--- config.mk ---
export PLATFORM = sky130hd
export DESIGN_NAME = sar_adc_ctrl
export DESIGN_NICKNAME = d
export VERILOG_FILES = /design/src/rtl/sar_pkg.sv /design/src/rtl/sar_seq.sv /design/src/rtl/sar_regs.sv /design/src/rtl/sar_adc_ctrl.sv
export SDC_FILE = /design/constraint.sdc
export NUM_CORES = 1
export LEC_CHECK = 0
export CAP_MARGIN = 20
export CORE_MARGIN = 4
export CORE_UTILIZATION = 43
export CTS_BUF_LIST = sky130_fd_sc_hd__clkbuf_4
export CTS_CLUSTER_SIZE = 24
export DETAILED_ROUTE_END_ITERATION = 10
export PLACE_DENSITY_LB_ADDON = 0.25
export SYNTH_ARGS = -nofsm -noshare
export SYNTH_HDL_FRONTEND = slang
export SYNTH_SLANG_ARGS = --single-unit
--- constraint.sdc ---
create_clock -name clk -period 1.7 [get_ports clk]
set_input_delay 0.255 -clock clk [delete_from_list [all_inputs] [get_ports clk]]
set_output_delay 0.255 -clock clk [all_outputs]
set_load 0.01 [all_outputs]
--- src/rtl/sar_pkg.sv ---
package sar_pkg;
    typedef enum logic [1:0] {
        ST_IDLE   = 2'd0,
        ST_SETTLE = 2'd1,
        ST_SEARCH = 2'd2
    } sar_state_e;

    // register byte offsets
    localparam int OFS_CODE   = 'h0;
    localparam int OFS_STATUS = 'h4;
    localparam int OFS_CTRL   = 'h8;
    localparam int OFS_SETTLE = 'hC;

    // control word bit positions
    localparam int CB_IRQ_ST = 6;
    localparam int CB_IRQ_EN = 5;
    localparam int CB_PWR    = 3;
    localparam int CB_SEL_W  = 3;
endpackage

--- src/rtl/sar_seq.sv ---
module sar_seq
    import sar_pkg::*;
#(
    parameter int BITS  = 10,
    parameter int DLY_W = 6
) (
    input  logic             clk,
    input  logic             rst_n,
    input  logic             start,
    input  logic             abort,
    input  logic [DLY_W-1:0] settle,
    input  logic             cmp_hi,
    output logic [BITS-1:0]  dac_code,
    output logic             busy,
    output logic             done,
    output logic [BITS-1:0]  code
);
    localparam int IDX_W = $clog2(BITS);

    sar_state_e       state_q, state_d;
    logic [DLY_W-1:0] cnt_q;
    logic [IDX_W-1:0] idx_q;
    logic [BITS-1:0]  acc_q;
    logic [BITS-1:0]  bit_sel;

    assign bit_sel = BITS'(1) << idx_q;

    // state register
    always_ff @(posedge clk or negedge rst_n) begin
        if (!rst_n) state_q <= ST_IDLE;
        else        state_q <= state_d;
    end

    // transitions
    always_comb begin
        state_d = state_q;
        unique case (state_q)
            ST_IDLE: begin
                if (start) state_d = (settle == '0) ? ST_SEARCH : ST_SETTLE;
            end
            ST_SETTLE: begin
                if (abort)                     state_d = ST_IDLE;
                else if (cnt_q == DLY_W'(1))   state_d = ST_SEARCH;
            end
            ST_SEARCH: begin
                if (abort)                     state_d = ST_IDLE;
                else if (idx_q == '0)          state_d = ST_IDLE;
            end
            default: state_d = ST_IDLE;
        endcase
    end

    // outputs
    always_comb begin
        busy     = (state_q != ST_IDLE);
        dac_code = '0;
        done     = 1'b0;
        code     = acc_q | (cmp_hi ? bit_sel : '0);
        unique case (state_q)
            ST_IDLE:   ;
            ST_SETTLE: ;
            ST_SEARCH: begin
                dac_code = acc_q | bit_sel;
                done     = (idx_q == '0) && !abort;
            end
            default: ;
        endcase
    end

    // counter, bit index and accumulator
    always_ff @(posedge clk or negedge rst_n) begin
        if (!rst_n) begin
            cnt_q <= '0;
            idx_q <= '0;
            acc_q <= '0;
        end else begin
            unique case (state_q)
                ST_IDLE: begin
                    if (start) begin
                        cnt_q <= settle;
                        idx_q <= IDX_W'(BITS - 1);
                        acc_q <= '0;
                    end
                end
                ST_SETTLE: cnt_q <= cnt_q - DLY_W'(1);
                ST_SEARCH: begin
                    if (cmp_hi) acc_q <= acc_q | bit_sel;
                    idx_q <= idx_q - IDX_W'(1);
                end
                default: ;
            endcase
        end
    end
endmodule

--- src/rtl/sar_regs.sv ---
module sar_regs
    import sar_pkg::*;
#(
    parameter int ADDR_W  = 4,
    parameter int DATA_W  = 32,
    parameter int BITS    = 10,
    parameter int DLY_W   = 6,
    parameter int NUM_CH  = 3,
    parameter int CHSEL_W = 2
) (
    input  logic               clk,
    input  logic               rst_n,
    input  logic               wr_en,
    input  logic [ADDR_W-1:0]  addr,
    input  logic [DATA_W-1:0]  wdata,
    output logic [DATA_W-1:0]  rdata,
    input  logic               busy,
    input  logic               done,
    input  logic [BITS-1:0]    code,
    output logic               start,
    output logic               abort,
    output logic [DLY_W-1:0]   settle,
    output logic               irq_st,
    output logic               irq_en,
    output logic               pwr,
    output logic [CHSEL_W-1:0] chan
);
    logic                ctrl_wr;
    logic [CB_SEL_W-1:0] sel_q;
    logic [BITS-1:0]     code_q;
    logic [CHSEL_W-1:0]  sel_dec;
    logic                unused_wdata;

    assign unused_wdata = ^wdata[DATA_W-1:8];
    assign ctrl_wr = wr_en && (addr == ADDR_W'(OFS_CTRL));
    assign start   = ctrl_wr &&  wdata[CB_PWR] && !busy;
    assign abort   = ctrl_wr && !wdata[CB_PWR] &&  busy;
    assign sel_dec = (int'(wdata[CB_SEL_W-1:0]) < NUM_CH) ? CHSEL_W'(wdata[CB_SEL_W-1:0]) : '0;

    always_ff @(posedge clk or negedge rst_n) begin
        if (!rst_n) begin
            irq_st <= 1'b0;
            irq_en <= 1'b0;
            pwr    <= 1'b0;
            sel_q  <= '0;
            settle <= '0;
            code_q <= '0;
            chan   <= '0;
        end else begin
            if (ctrl_wr) begin
                irq_en <= wdata[CB_IRQ_EN];
                pwr    <= wdata[CB_PWR];
                sel_q  <= wdata[CB_SEL_W-1:0];
            end
            if (start) chan <= sel_dec;
            if (done)                             irq_st <= 1'b1;
            else if (ctrl_wr && !wdata[CB_IRQ_ST]) irq_st <= 1'b0;
            if (done) code_q <= code;
            if (wr_en && (addr == ADDR_W'(OFS_SETTLE))) settle <= wdata[DLY_W-1:0];
        end
    end

    always_comb begin
        rdata = '0;
        case (addr)
            ADDR_W'(OFS_CODE):   rdata[BITS-1:0] = code_q;
            ADDR_W'(OFS_STATUS): rdata[0] = busy;
            ADDR_W'(OFS_CTRL): begin
                rdata[CB_IRQ_ST]      = irq_st;
                rdata[CB_IRQ_EN]      = irq_en;
                rdata[CB_PWR]         = pwr;
                rdata[CB_SEL_W-1:0]   = sel_q;
            end
            ADDR_W'(OFS_SETTLE): rdata[DLY_W-1:0] = settle;
            default: rdata = '0;
        endcase
    end
endmodule

--- src/rtl/sar_adc_ctrl.sv ---
module sar_adc_ctrl #(
    parameter int ADDR_W  = 4,
    parameter int DATA_W  = 32,
    parameter int BITS    = 10,
    parameter int DLY_W   = 6,
    parameter int NUM_CH  = 3,
    parameter int CHSEL_W = $clog2(NUM_CH)
) (
    input  logic               clk,
    input  logic               rst_n,
    input  logic               wr_en,
    input  logic [ADDR_W-1:0]  addr,
    input  logic [DATA_W-1:0]  wdata,
    output logic [DATA_W-1:0]  rdata,
    output logic               irq,
    output logic               adc_pwr,
    output logic [CHSEL_W-1:0] adc_chan,
    output logic [BITS-1:0]    dac_code,
    input  logic               cmp_hi
);
    logic             busy, done, start, abort, irq_st, irq_en;
    logic [DLY_W-1:0] settle;
    logic [BITS-1:0]  code;

    sar_regs #(
        .ADDR_W(ADDR_W), .DATA_W(DATA_W), .BITS(BITS),
        .DLY_W(DLY_W), .NUM_CH(NUM_CH), .CHSEL_W(CHSEL_W)
    ) u_regs (
        .clk(clk), .rst_n(rst_n), .wr_en(wr_en), .addr(addr),
        .wdata(wdata), .rdata(rdata), .busy(busy), .done(done),
        .code(code), .start(start), .abort(abort), .settle(settle),
        .irq_st(irq_st), .irq_en(irq_en), .pwr(adc_pwr), .chan(adc_chan)
    );

    sar_seq #(.BITS(BITS), .DLY_W(DLY_W)) u_seq (
        .clk(clk), .rst_n(rst_n), .start(start), .abort(abort),
        .settle(settle), .cmp_hi(cmp_hi), .dac_code(dac_code),
        .busy(busy), .done(done), .code(code)
    );

    assign irq = irq_st && irq_en;
endmodule

==> metrics.csv <==
metric,value,unit
status,"finished, violations left",
violations,setup timing,
drt-total-wl,7400,um
dr.pass1.iters,4,
viasPerCell,5.27,
min_path_type,in -> async,
ys_seq_area_share,43.0,%
remaining_drc_errors,0,
antenna_found_initial,0,
dp_hpwl,5040,um
antenna_cells,0,
slowest_delay,0.46,ns
worst-path-buf-inv,1,
synth-edff-count,0,
ioPinCount,86,
worst_ir_drop_vdd,0.000769,V
wl_per_cell,16.2,um
worst-endpoint-required,1.44,ns
hold-worst-slack,0.358,ns
clock.fmax,498,MHz
rsz0062_at_grt,true,
start_util,44.7,%
ys_types,44,
cts_buffer_depth,2,
slew_viol_final,0,
finalClockSkew,0.0132,ns
syn2layout_area_growth,42.5,%
power.leakage,1.82,nW
drtAntennaViolNets,0,
p_int,2.98,mW
power_density,1210,nW/um^2
cp-end-kind,primary output,
r2r-start,u_seq.idx_q[0],
chipHeight,86.9,um
ys.flop_type,dfrtp_1,
synth_seq_cells,46,
cp_slowest_cell,mux4_2,
crit_type,reg -> out,
period_needed,2.01,ns
path_clk_slew,0.14,ns
p_sw_share,35.3,%
finalNetCount,427,
grt_max_degree,27,
syn_inst,288,
path_max_fanout,2,
fillers,488,
synthArstFlopShare,100,%
synth_area,2680,sq um
cpLargestDelayFamily,multiplexers,
grt_usage,20.1,%
cp_cell_sequence,or2_4 -> mux4_2 -> and2_4 -> buf_6,
combPwrFrac,47.9,%
clkPwrFrac,17.8,%
cts_buffers,5,
period_share,118,%
synth_warnings,0,
dieArea,7550,sq um
io_buffers,38,
cts_root_buffer,clkbuf_4,
drtIter0Drc,153,
drive_gt1_share,37.3,%
setup_ws,-0.308,ns
grt_overflow_total,0,
start_kind,flop,
insertion_delay,0.37,ns
tns,-1.62,ns
rows,28,
p_sw,1.62,mW
dpl_cell_area,3330,sq um
vias,2405,
pwr-share-seq,34.3,%
drv_cap,0,
htree_levels,2,
grt_pass1_wl,11800,um
final_area,3820,sq um
hold_violations,0,
cts_tree,yes,
layout_commonest_cell,buf_4,
cts_sinks,46,
finalSetupViolations,10,
p_total,4.60,mW
core_area,5990,sq um
gp_congestion,0.865,
syn_avg_cell_area,9.30,sq um
cp_data_arrival_time,1.75,ns
die_x,86.9,um
grt_pass1_vias,2339,
final_cell_mix,"45 x buf_4, 44 x nor2_1, 44 x dfrtp_1",
startpoint,u_seq.state_q[1],
-- path summary, 6_finish.rpt --
check / cells after the start / to / slack [ns]
worst min-delay path: 2 / u_seq.acc_q[1] / 0.36
worst min register to register: 2 / u_regs.code_q[7] / 0.50
max in group asynchronous: 3 / u_regs.pwr / 0.82
min in group clk: 3 / u_regs.irq_st / 0.49
worst max-delay path: 4 / rdata[0] / -0.31
worst max register to register: 10 / u_regs.code_q[5] / 0.01
-- worst register-to-register path: cells and delay by family, from the launching register on --
kind | cells | cell delay [ns]
flip-flops | 1 | 0.41
AO/OA/AOI/OAI | 2 | 0.16
buffers and inverters | 5 | 0.63
adder cells (fa/ha/maj) | 1 | 0.13
AND/OR/NAND/NOR | 2 | 0.26
-- metal layers --
metal  GRT usage [%]  vias to the layer above  routed length (um)
met5               0                        -                   0
met2            31.3                       87                3630
li1                -                     1134                   -
met1            28.3                     1169                3240
met4            7.51                        0                 128
met3            3.22                       15                 395
-- sequential cells by signal, indices dropped and copies added, names as in the netlist --
signal,count
u_regs.settle,6
u_seq.state_q,2
u_regs.pwr,1
u_regs.irq_en,1
u_regs.irq_st,1
u_regs.chan,2
u_regs.code_q,10
u_seq.cnt_q,6
u_regs.sel_q,3
u_seq.acc_q,10
u_seq.idx_q,4
-- per-stage QoR --
stage               util, %  cells  worst slack, ns
finish                 63.7    456           -0.308
global route           63.7    456           -0.354
CTS                    62.2    452           -0.312
detailed placement     55.6    429           -0.650
global placement       55.6    429           -0.636
floorplan                 -    309           0.0615
-- power by group through the flow --
stage	logic, mW	clock network, mW	registers (mW)
after global routing	2.39	0.877	1.60
after CTS	2.05	0.833	1.56
after global placement	1.58	0	1.57
after detailed placement	1.61	0	1.58
final	2.20	0.821	1.58
after floorplan	0.963	0	1.55
-- repair_timing --
item | 4_1_cts | 5_1_grt
endpoints found under the setup margin | 33 | 28
cloned | 4 | 0
setup buffers | 13 | 8
hold buffers | 1 | 0
resized for setup | 117 | 39
hold endpoints to repair | 20 | 0
pin swaps | 12 | 18
-- synth_stat cells, drive strengths merged, types with 3 or more instances --
master / n / area, sq um
nand3: 5 / 25.0
a221o: 3 / 30.0
a21oi: 26 / 130
o21ai: 19 / 98.9
nor3: 4 / 31.3
inv: 13 / 48.8
buf: 30 / 224
dfrtp: 46 / 1150
or3: 4 / 25.0
or2: 3 / 18.8
ha: 7 / 87.6
nand2: 16 / 60.1
nor3b: 5 / 37.5
a31oi: 7 / 43.8
mux2i: 7 / 70.1
nor2: 47 / 184
mux2: 10 / 128
clkbuf: 5 / 18.8
and2: 7 / 43.8
-- layout make-up --
type	instances	area (sq um)	share of cell area, %
Clock buffer	5	37.5	0.984
Multi-Input combinational cell	216	1550	40.5
Timing Repair Buffer	98	871	22.8
Inverter	13	51.3	1.34
Clock inverter	3	63.8	1.67
Tap cell	75	93.8	2.46
Sequential cell	46	1150	30.2
-- kinds of logic after synthesis --
kind of cell | synth area share, %
simple gates | 18.4
compound gates | 16.1
other cells | 0.140
buf+inv | 10.9
mux | 8.22
fa+ha+maj | 3.27
flops | 43.0
No activity file was read; power rests on OpenSTA's default activity.
